$ cat config.mk
export PLATFORM = sky130hd
export DESIGN_NAME = snd_bus_decode
export DESIGN_NICKNAME = d
export VERILOG_FILES = /design/src/rtl/snd_dec_pkg.sv /design/src/rtl/snd_addr_decode.sv /design/src/rtl/snd_reg_file.sv /design/src/rtl/snd_boot_rom.sv /design/src/rtl/snd_bus_decode.sv
export SDC_FILE = /design/constraint.sdc
export NUM_CORES = 1
export LEC_CHECK = 0
export BUFFER_PORTS_ARGS = -buffer_cell sky130_fd_sc_hd__buf_4
export CAP_MARGIN = 20
export CORE_UTILIZATION = 40
export DETAILED_ROUTE_END_ITERATION = 10
export HOLD_SLACK_MARGIN = 0.02
export PLACE_DENSITY = 0.74
export SLEW_MARGIN = 20
export SYNTH_ARGS = -nofsm -noshare
export SYNTH_HDL_FRONTEND = slang
export SYNTH_SLANG_ARGS = --single-unit
export TNS_END_PERCENT = 20
$ cat constraint.sdc
create_clock -name clk_i -period 6.3 [get_ports clk_i]
set_input_delay 1.26 -clock clk_i [delete_from_list [all_inputs] [get_ports clk_i]]
set_output_delay 1.26 -clock clk_i [all_outputs]
set_load 0.1 [all_outputs]
$ cat src/rtl/snd_dec_pkg.sv
package snd_dec_pkg;
  localparam int AW      = 16;
  localparam int DW      = 8;
  localparam int N_TMR   = 3;
  localparam int N_HPORT = 4;
  localparam int N_SCR   = 2;
  localparam int CNT_W   = 4;
  localparam int ROM_AW  = 6;
  localparam int HSEL_W  = $clog2(N_HPORT);

  localparam logic [AW-5:0] IO_PAGE  = 12'h00F;
  localparam logic [AW-1:0] ROM_BASE = 16'hFFC0;

  localparam int CTRL_CLR_LO = 4;
  localparam int CTRL_ROM    = 7;

  typedef enum logic [3:0] {
    RG_RAM, RG_TEST, RG_CTRL, RG_DADR, RG_DDAT,
    RG_PORT, RG_SCR, RG_TGT, RG_CNT, RG_ROM
  } region_e;

  typedef struct packed {
    region_e    rg;
    logic [2:0] idx;
  } dec_t;

  function automatic logic [DW-1:0] boot_byte(input logic [ROM_AW-1:0] k);
    logic [DW-1:0] t;
    t = DW'(k) * 8'd37;
    return t + 8'd27;
  endfunction
endpackage

$ cat src/rtl/snd_addr_decode.sv
module snd_addr_decode
  import snd_dec_pkg::*;
(
  input  logic [AW-1:0] addr_i,
  input  logic          rom_en_i,
  output dec_t          dec_o
);
  logic [3:0] lo;
  logic [3:0] off;

  assign lo = addr_i[3:0];

  always_comb begin
    dec_o = '{rg: RG_RAM, idx: 3'd0};
    off   = 4'd0;
    if (addr_i[AW-1:4] == IO_PAGE) begin
      unique case (lo)
        4'h0: dec_o.rg = RG_TEST;
        4'h1: dec_o.rg = RG_CTRL;
        4'h2: dec_o.rg = RG_DADR;
        4'h3: dec_o.rg = RG_DDAT;
        4'h4, 4'h5, 4'h6, 4'h7: begin
          dec_o.rg = RG_PORT;
          off      = lo - 4'h4;
        end
        4'h8, 4'h9: begin
          dec_o.rg = RG_SCR;
          off      = lo - 4'h8;
        end
        4'hA, 4'hB, 4'hC: begin
          dec_o.rg = RG_TGT;
          off      = lo - 4'hA;
        end
        default: begin
          dec_o.rg = RG_CNT;
          off      = lo - 4'hD;
        end
      endcase
      dec_o.idx = off[2:0];
    end else if (rom_en_i && addr_i >= ROM_BASE) begin
      dec_o.rg = RG_ROM;
    end
  end
endmodule

$ cat src/rtl/snd_reg_file.sv
module snd_reg_file
  import snd_dec_pkg::*;
(
  input  logic                          clk_i,
  input  logic                          rst_ni,
  input  logic                          wr_i,
  input  dec_t                          dec_i,
  input  logic [DW-1:0]                 wdata_i,
  input  logic                          host_wr_i,
  input  logic [HSEL_W-1:0]             host_sel_i,
  input  logic [DW-1:0]                 host_wdata_i,
  output logic                          rom_en_o,
  output logic [DW-1:0]                 dadr_o,
  output logic [N_HPORT-1:0][DW-1:0]    in_o,
  output logic [N_SCR-1:0][DW-1:0]      scr_o,
  output logic [N_HPORT-1:0][DW-1:0]    out_o,
  output logic [N_TMR-1:0]              tmr_en_o,
  output logic [N_TMR-1:0]              tmr_start_o,
  output logic [N_TMR-1:0][DW-1:0]      tgt_o
);
  logic ctrl_wr;
  assign ctrl_wr = wr_i && (dec_i.rg == RG_CTRL);

  always_ff @(posedge clk_i or negedge rst_ni) begin
    if (!rst_ni) begin
      rom_en_o <= 1'b1;
      dadr_o   <= '0;
    end else begin
      if (ctrl_wr)                        rom_en_o <= wdata_i[CTRL_ROM];
      if (wr_i && dec_i.rg == RG_DADR)    dadr_o   <= wdata_i;
    end
  end

  for (genvar g = 0; g < N_HPORT; g++) begin : g_port
    logic clr, hwr, cwr;
    assign clr = ctrl_wr && wdata_i[CTRL_CLR_LO + g/2];
    assign hwr = host_wr_i && (host_sel_i == HSEL_W'(g));
    assign cwr = wr_i && dec_i.rg == RG_PORT && dec_i.idx == 3'(g);
    always_ff @(posedge clk_i or negedge rst_ni) begin
      if (!rst_ni) begin
        in_o[g]  <= '0;
        out_o[g] <= '0;
      end else begin
        if (clr)      in_o[g] <= '0;   // clear has priority over host
        else if (hwr) in_o[g] <= host_wdata_i;
        if (cwr)      out_o[g] <= wdata_i;
      end
    end
  end

  for (genvar g = 0; g < N_SCR; g++) begin : g_scr
    always_ff @(posedge clk_i or negedge rst_ni) begin
      if (!rst_ni) scr_o[g] <= '0;
      else if (wr_i && dec_i.rg == RG_SCR && dec_i.idx == 3'(g)) scr_o[g] <= wdata_i;
    end
  end

  for (genvar g = 0; g < N_TMR; g++) begin : g_tmr
    assign tmr_start_o[g] = ctrl_wr && wdata_i[g] && !tmr_en_o[g];
    always_ff @(posedge clk_i or negedge rst_ni) begin
      if (!rst_ni) begin
        tmr_en_o[g] <= 1'b0;
        tgt_o[g]    <= '0;
      end else begin
        if (ctrl_wr) tmr_en_o[g] <= wdata_i[g];
        if (wr_i && dec_i.rg == RG_TGT && dec_i.idx == 3'(g)) tgt_o[g] <= wdata_i;
      end
    end
  end
endmodule

$ cat src/rtl/snd_boot_rom.sv
module snd_boot_rom
  import snd_dec_pkg::*;
(
  input  logic [ROM_AW-1:0] addr_i,
  output logic [DW-1:0]     data_o
);
  localparam int DEPTH = 1 << ROM_AW;
  logic [DEPTH-1:0][DW-1:0] tbl;

  for (genvar k = 0; k < DEPTH; k++) begin : g_tbl
    assign tbl[k] = boot_byte(ROM_AW'(k));
  end

  assign data_o = tbl[addr_i];
endmodule

$ cat src/rtl/snd_bus_decode.sv
module snd_bus_decode
  import snd_dec_pkg::*;
(
  input  logic                    clk_i,
  input  logic                    rst_ni,
  input  logic [AW-1:0]           cpu_addr_i,
  input  logic                    cpu_rd_i,
  input  logic                    cpu_wr_i,
  input  logic [DW-1:0]           cpu_wdata_i,
  output logic [DW-1:0]           cpu_rdata_o,
  input  logic                    host_wr_i,
  input  logic [HSEL_W-1:0]       host_sel_i,
  input  logic [DW-1:0]           host_wdata_i,
  output logic [N_HPORT*DW-1:0]   host_port_o,
  output logic [DW-2:0]           dsp_addr_o,
  output logic                    dsp_wr_o,
  output logic [DW-1:0]           dsp_wdata_o,
  input  logic [DW-1:0]           dsp_rdata_i,
  output logic [N_TMR-1:0]        timer_en_o,
  output logic [N_TMR-1:0]        timer_start_o,
  output logic [N_TMR*DW-1:0]     timer_tgt_o,
  input  logic [N_TMR*CNT_W-1:0]  timer_cnt_i,
  output logic [N_TMR-1:0]        timer_clr_o,
  output logic [AW-1:0]           ram_addr_o,
  output logic                    ram_wr_o,
  output logic [DW-1:0]           ram_wdata_o,
  input  logic [DW-1:0]           ram_rdata_i
);
  dec_t                        dec;
  logic                        rom_en;
  logic [DW-1:0]               dadr;
  logic [N_HPORT-1:0][DW-1:0]  in_q;
  logic [N_SCR-1:0][DW-1:0]    scr_q;
  logic [N_HPORT-1:0][DW-1:0]  out_q;
  logic [N_TMR-1:0][DW-1:0]    tgt_q;
  logic [DW-1:0]               rom_data;

  snd_addr_decode u_dec (
    .addr_i   (cpu_addr_i),
    .rom_en_i (rom_en),
    .dec_o    (dec)
  );

  snd_reg_file u_regs (
    .clk_i        (clk_i),
    .rst_ni       (rst_ni),
    .wr_i         (cpu_wr_i),
    .dec_i        (dec),
    .wdata_i      (cpu_wdata_i),
    .host_wr_i    (host_wr_i),
    .host_sel_i   (host_sel_i),
    .host_wdata_i (host_wdata_i),
    .rom_en_o     (rom_en),
    .dadr_o       (dadr),
    .in_o         (in_q),
    .scr_o        (scr_q),
    .out_o        (out_q),
    .tmr_en_o     (timer_en_o),
    .tmr_start_o  (timer_start_o),
    .tgt_o        (tgt_q)
  );

  snd_boot_rom u_rom (
    .addr_i (cpu_addr_i[ROM_AW-1:0]),
    .data_o (rom_data)
  );

  assign host_port_o = out_q;
  assign timer_tgt_o = tgt_q;

  assign dsp_addr_o  = dadr[DW-2:0];
  assign dsp_wdata_o = cpu_wdata_i;
  assign dsp_wr_o    = cpu_wr_i && (dec.rg == RG_DDAT) && !dadr[DW-1];

  assign ram_addr_o  = cpu_addr_i;
  assign ram_wdata_o = cpu_wdata_i;
  assign ram_wr_o    = cpu_wr_i;

  for (genvar g = 0; g < N_TMR; g++) begin : g_clr
    assign timer_clr_o[g] = cpu_rd_i && (dec.rg == RG_CNT) && (dec.idx == 3'(g));
  end

  always_comb begin
    unique case (dec.rg)
      RG_TEST, RG_CTRL, RG_TGT: cpu_rdata_o = '0;
      RG_DADR: cpu_rdata_o = dadr;
      RG_DDAT: cpu_rdata_o = dsp_rdata_i;
      RG_PORT: cpu_rdata_o = in_q[dec.idx[HSEL_W-1:0]];
      RG_SCR:  cpu_rdata_o = scr_q[dec.idx[0]];
      RG_CNT:  cpu_rdata_o = DW'(timer_cnt_i[dec.idx[1:0]*CNT_W +: CNT_W]);
      RG_ROM:  cpu_rdata_o = rom_data;
      default: cpu_rdata_o = ram_rdata_i;
    endcase
  end
endmodule

==> results.toml <==
[clock_network]
cts-htree-levels = 4
cts.reportedPaths.clkPinSlew_ns = 0.05
number_of_buffers_on_the_longest_clock_path = 2
tritoncts = "done"
clk_latency_ns = 0.41
clockRootBuffer = "clkbuf_16"
postCtsSetupRepairBufs = 0
holdBufCountCts = 0
number_of_cells_upsized_or_downsized_after_cts = 0
cts_num_sinks = 116
cts_inserted_buffers = 17

[global_routing]
grt.overflow.total = 0
antenna_found_initial = 0
track_usage_pct = 21.8
first_pass_grt_wire_length_um = 27500
maximum_number_of_pins_on_one_net_before_global_route_repair = 64
grt_pass1_vias = 5111

[sta]
finalSetupViolCount = 0
timing_worst_slew_pin_value_ns = 0.884
final_hold_fails = 0
rsz0062_at_grt = "no"
clock_skew_ns = 0.00613
final_max_slew_viol_count = 0
maxClockFrequency_mhz = 171
timing.slew.headroom_pct = 40.5
post-route-period-util_pct = 93.0
final_period_minus_worst_setup_slack_ns = 5.86

[worst_setup_path]
worst-path-max-fanout = 19
worstSetupPathType = "in2out"
timing.critical_path.from_type = "primary input"
crit_slowest_cell = "o22ai_4"
max_stage_delay_ns = 0.61
rrSetupSlack_ns = 3.04
timing.critical_path.arrival_ns = 4.60
worstSetupStartpoint = "cpu_addr_i[0]"
setup.worst_path.end = "cpu_rdata_o[3]"
endpoint_kind = "primary output"
critical_path.reg2reg.endpoint = "u_regs.out_o[28]"
crit_required_ns = 5.04
path_cells = "buf_4 -> inv_1 -> ha_1 -> or4_4 -> a32o_2 -> o22ai_4 -> nor2_1 -> a222oi_1 -> nor2_1 -> o32a_1 -> buf_4"
worstRegToRegCells = 8
reg2reg_from = "u_regs.rom_en_o"

[cells_and_area]
area_growth_from_synthesis_to_layout_pct = 28.2
seqCellArea_um2 = 2900
finalNetCount = 805
fin_area_um2 = 8310
instances_no_fill = 958
drive_above_1_share_pct = 41.1
area_of_combinational_cells_with_multiple_inputs_um2 = 3120
num-fill-cells = 1429
antenna_fix_cells = 0

[placed_design]
hpwl_um = 13000
placed_cells_incl_taps = 927
finalWeightedCongestion = 0.858
postPlaceCellArea_um2 = 7720
port_buffers = 180

[power_and_ir_drop]
peak_supply_drop_mv = 0.214
power.density_cell_area_nw_per_um2 = 255
p_leak_uw = 0.00418

[yosys]
synth.yosys.seq_area_share_pct = 44.8
synth.avg_cell_area_um2 = 10.8
synthesis.nets = 675
postSynthRegisterBits = 116
postSynth.topFlopCell = "dfrtp_1"
count_of_flip_flops_with_a_built_in_enable_after_synthesis = 0
synthesis.instances = 600
mappedNetlistArea_um2 = 6490
yosysWarnings = 0
synth_unique_cells = 62
asyncSetResetFlopFracSynth_pct = 100

[floorplanning]
rows = 46
die_y_um = 129
boundaryPins = 181
total_die_area_um2 = 16700
initial_utilization_pct = 40.8
die_width_um = 129
area_of_the_core_um2 = 15900

[routing]
post_drt_wl_per_cell_um = 18.5
detail_route.iter0.violations = 320
vias = 5185
drc = 0
drt-total-wl_um = 17800
via_per_inst = 5.41
dr.pass1.iters = 5
drtAntennaViolNets = 0

[job]
drv_cap = 0

[worst_hold_path]
hp-class = "reg2reg"

[run_status]
status = "finished clean"
-- registers in the layout, summed over array words and instances, names as in the netlist --
signal,flops
u_regs.rom_en_o,1
u_regs.out_o,32
u_regs.tmr_en_o,3
u_regs.dadr_o,8
u_regs.in_o,32
u_regs.tgt_o,24
u_regs.scr_o,16
-- worst max-delay path, delay by kind of cell --
family / cells / cell delay, ns
AOI/OAI and AO/OA: 4 / 1.65
and+or+nand+nor: 3 / 0.85
buffers and inverters: 3 / 0.55
adders and majority gates: 1 / 0.27
-- stage by stage --
stage / util [%] / TNS (ns) / setup slack (ns) / hold WS [ns] / power [uW]
after floorplan: - / -0.666 / -0.222 / 0.435 / 1080
after global placement: 48.6 / 0 / 0.514 / 0.447 / 1180
after detailed placement: 48.6 / 0 / 0.458 / 0.453 / 1180
after CTS: 52.3 / 0 / 0.452 / 0.461 / 2130
after global routing: 52.3 / 0 / 0.280 / 0.487 / 2200
final: 52.3 / 0 / 0.442 / 0.463 / 2120
-- placed cells by master (no fill, tap or decap), types with 5 or more instances in the layout --
cell type,count
o32a_1,5
mux2_1,17
mux2i_1,45
buf_4,187
o22ai_1,7
ha_1,8
nor3b_1,6
o21ai_0,29
nor3_1,8
a221oi_1,6
nand2_1,39
clkbuf_16,17
nand3_1,8
a21oi_1,14
clkinv_4,5
dfrtp_1,115
nor2_1,57
mux2_2,67
inv_1,6
-- metal layers --
metal | global-route usage, % | part of all wire, % | wire length [um] | vias to the layer above
met4 | 8.24 | 2.7 | 476 | 0
met5 | 0 | 0 | 0 | -
met2 | 36.4 | 50 | 8830 | 183
met3 | 6.69 | 6.7 | 1190 | 28
met1 | 26.5 | 41 | 7270 | 2578
li1 | - | - | - | 2396
-- how the worst min path moves through the flow --
stage / cells past startpoint / start / to / slack (ns)
after floorplan: 2 / u_regs.rom_en_o / u_regs.rom_en_o / 0.43
after global placement: 2 / u_regs.rom_en_o / u_regs.rom_en_o / 0.45
after detailed placement: 2 / u_regs.rom_en_o / u_regs.rom_en_o / 0.45
after CTS: 2 / u_regs.rom_en_o / u_regs.rom_en_o / 0.46
after global routing: 2 / u_regs.rom_en_o / u_regs.rom_en_o / 0.49
final: 2 / u_regs.rom_en_o / u_regs.rom_en_o / 0.46
-- kinds of logic after synthesis --
group / Yosys count / synth area share [%]
adders and majority gates: 8 / 1.54
muxes: 131 / 22.2
buffers and inverters: 83 / 7.29
AOI/OAI and AO/OA: 102 / 11.2
DFF: 116 / 44.8
xor gates and xnor gates: 1 / 0.135
and+or+nand+nor: 159 / 12.8
-- Yosys cell counts (all sizes together) (2+ instances only) --
library cell	count	area share [%]
a21oi	15	1.3
a22oi	3	0.35
o311ai	2	0.27
o21a	4	0.46
o32a	5	0.77
or3	4	0.39
mux2	84	15
a211oi	4	0.46
clkbuf	16	0.93
a211o	3	0.41
mux2i	45	6.9
ha	8	1.5
nor2b	3	0.29
a221oi	6	0.81
nand3	9	0.89
nand3b	3	0.35
dfrtp	115	44
nor4	6	0.87
o211ai	3	0.35
nand4	4	0.39
nor2	59	3.7
o41ai	2	0.27
o22a	4	0.54
mux4	2	0.69
o21ai	29	2.2
buf	60	6.0
nand2b	3	0.29
and3	4	0.39
nor3	11	1.3
nor3b	6	0.69
a221o	2	0.31
o221ai	4	0.54
a21boi	2	0.23
nand2	41	2.4
inv	6	0.35
o22ai	8	0.98
-- where the power goes --
part           total [uW]  switching, uW  internal (uW)
combinational         362            244            118
sequential            808           23.5            785
clock                 951            356            594
-- area by class of cell --
cell class                 count  share of cell area [%]
clock inverter                13                    1.82
clock buffer                  18                    5.28
tap                          216                    3.25
multi-input combinational    401                    37.5
inverter                       7                   0.316
sequential                   116                    34.9
timing repair buffer         187                    16.9
(Power assumes the default switching activity.)
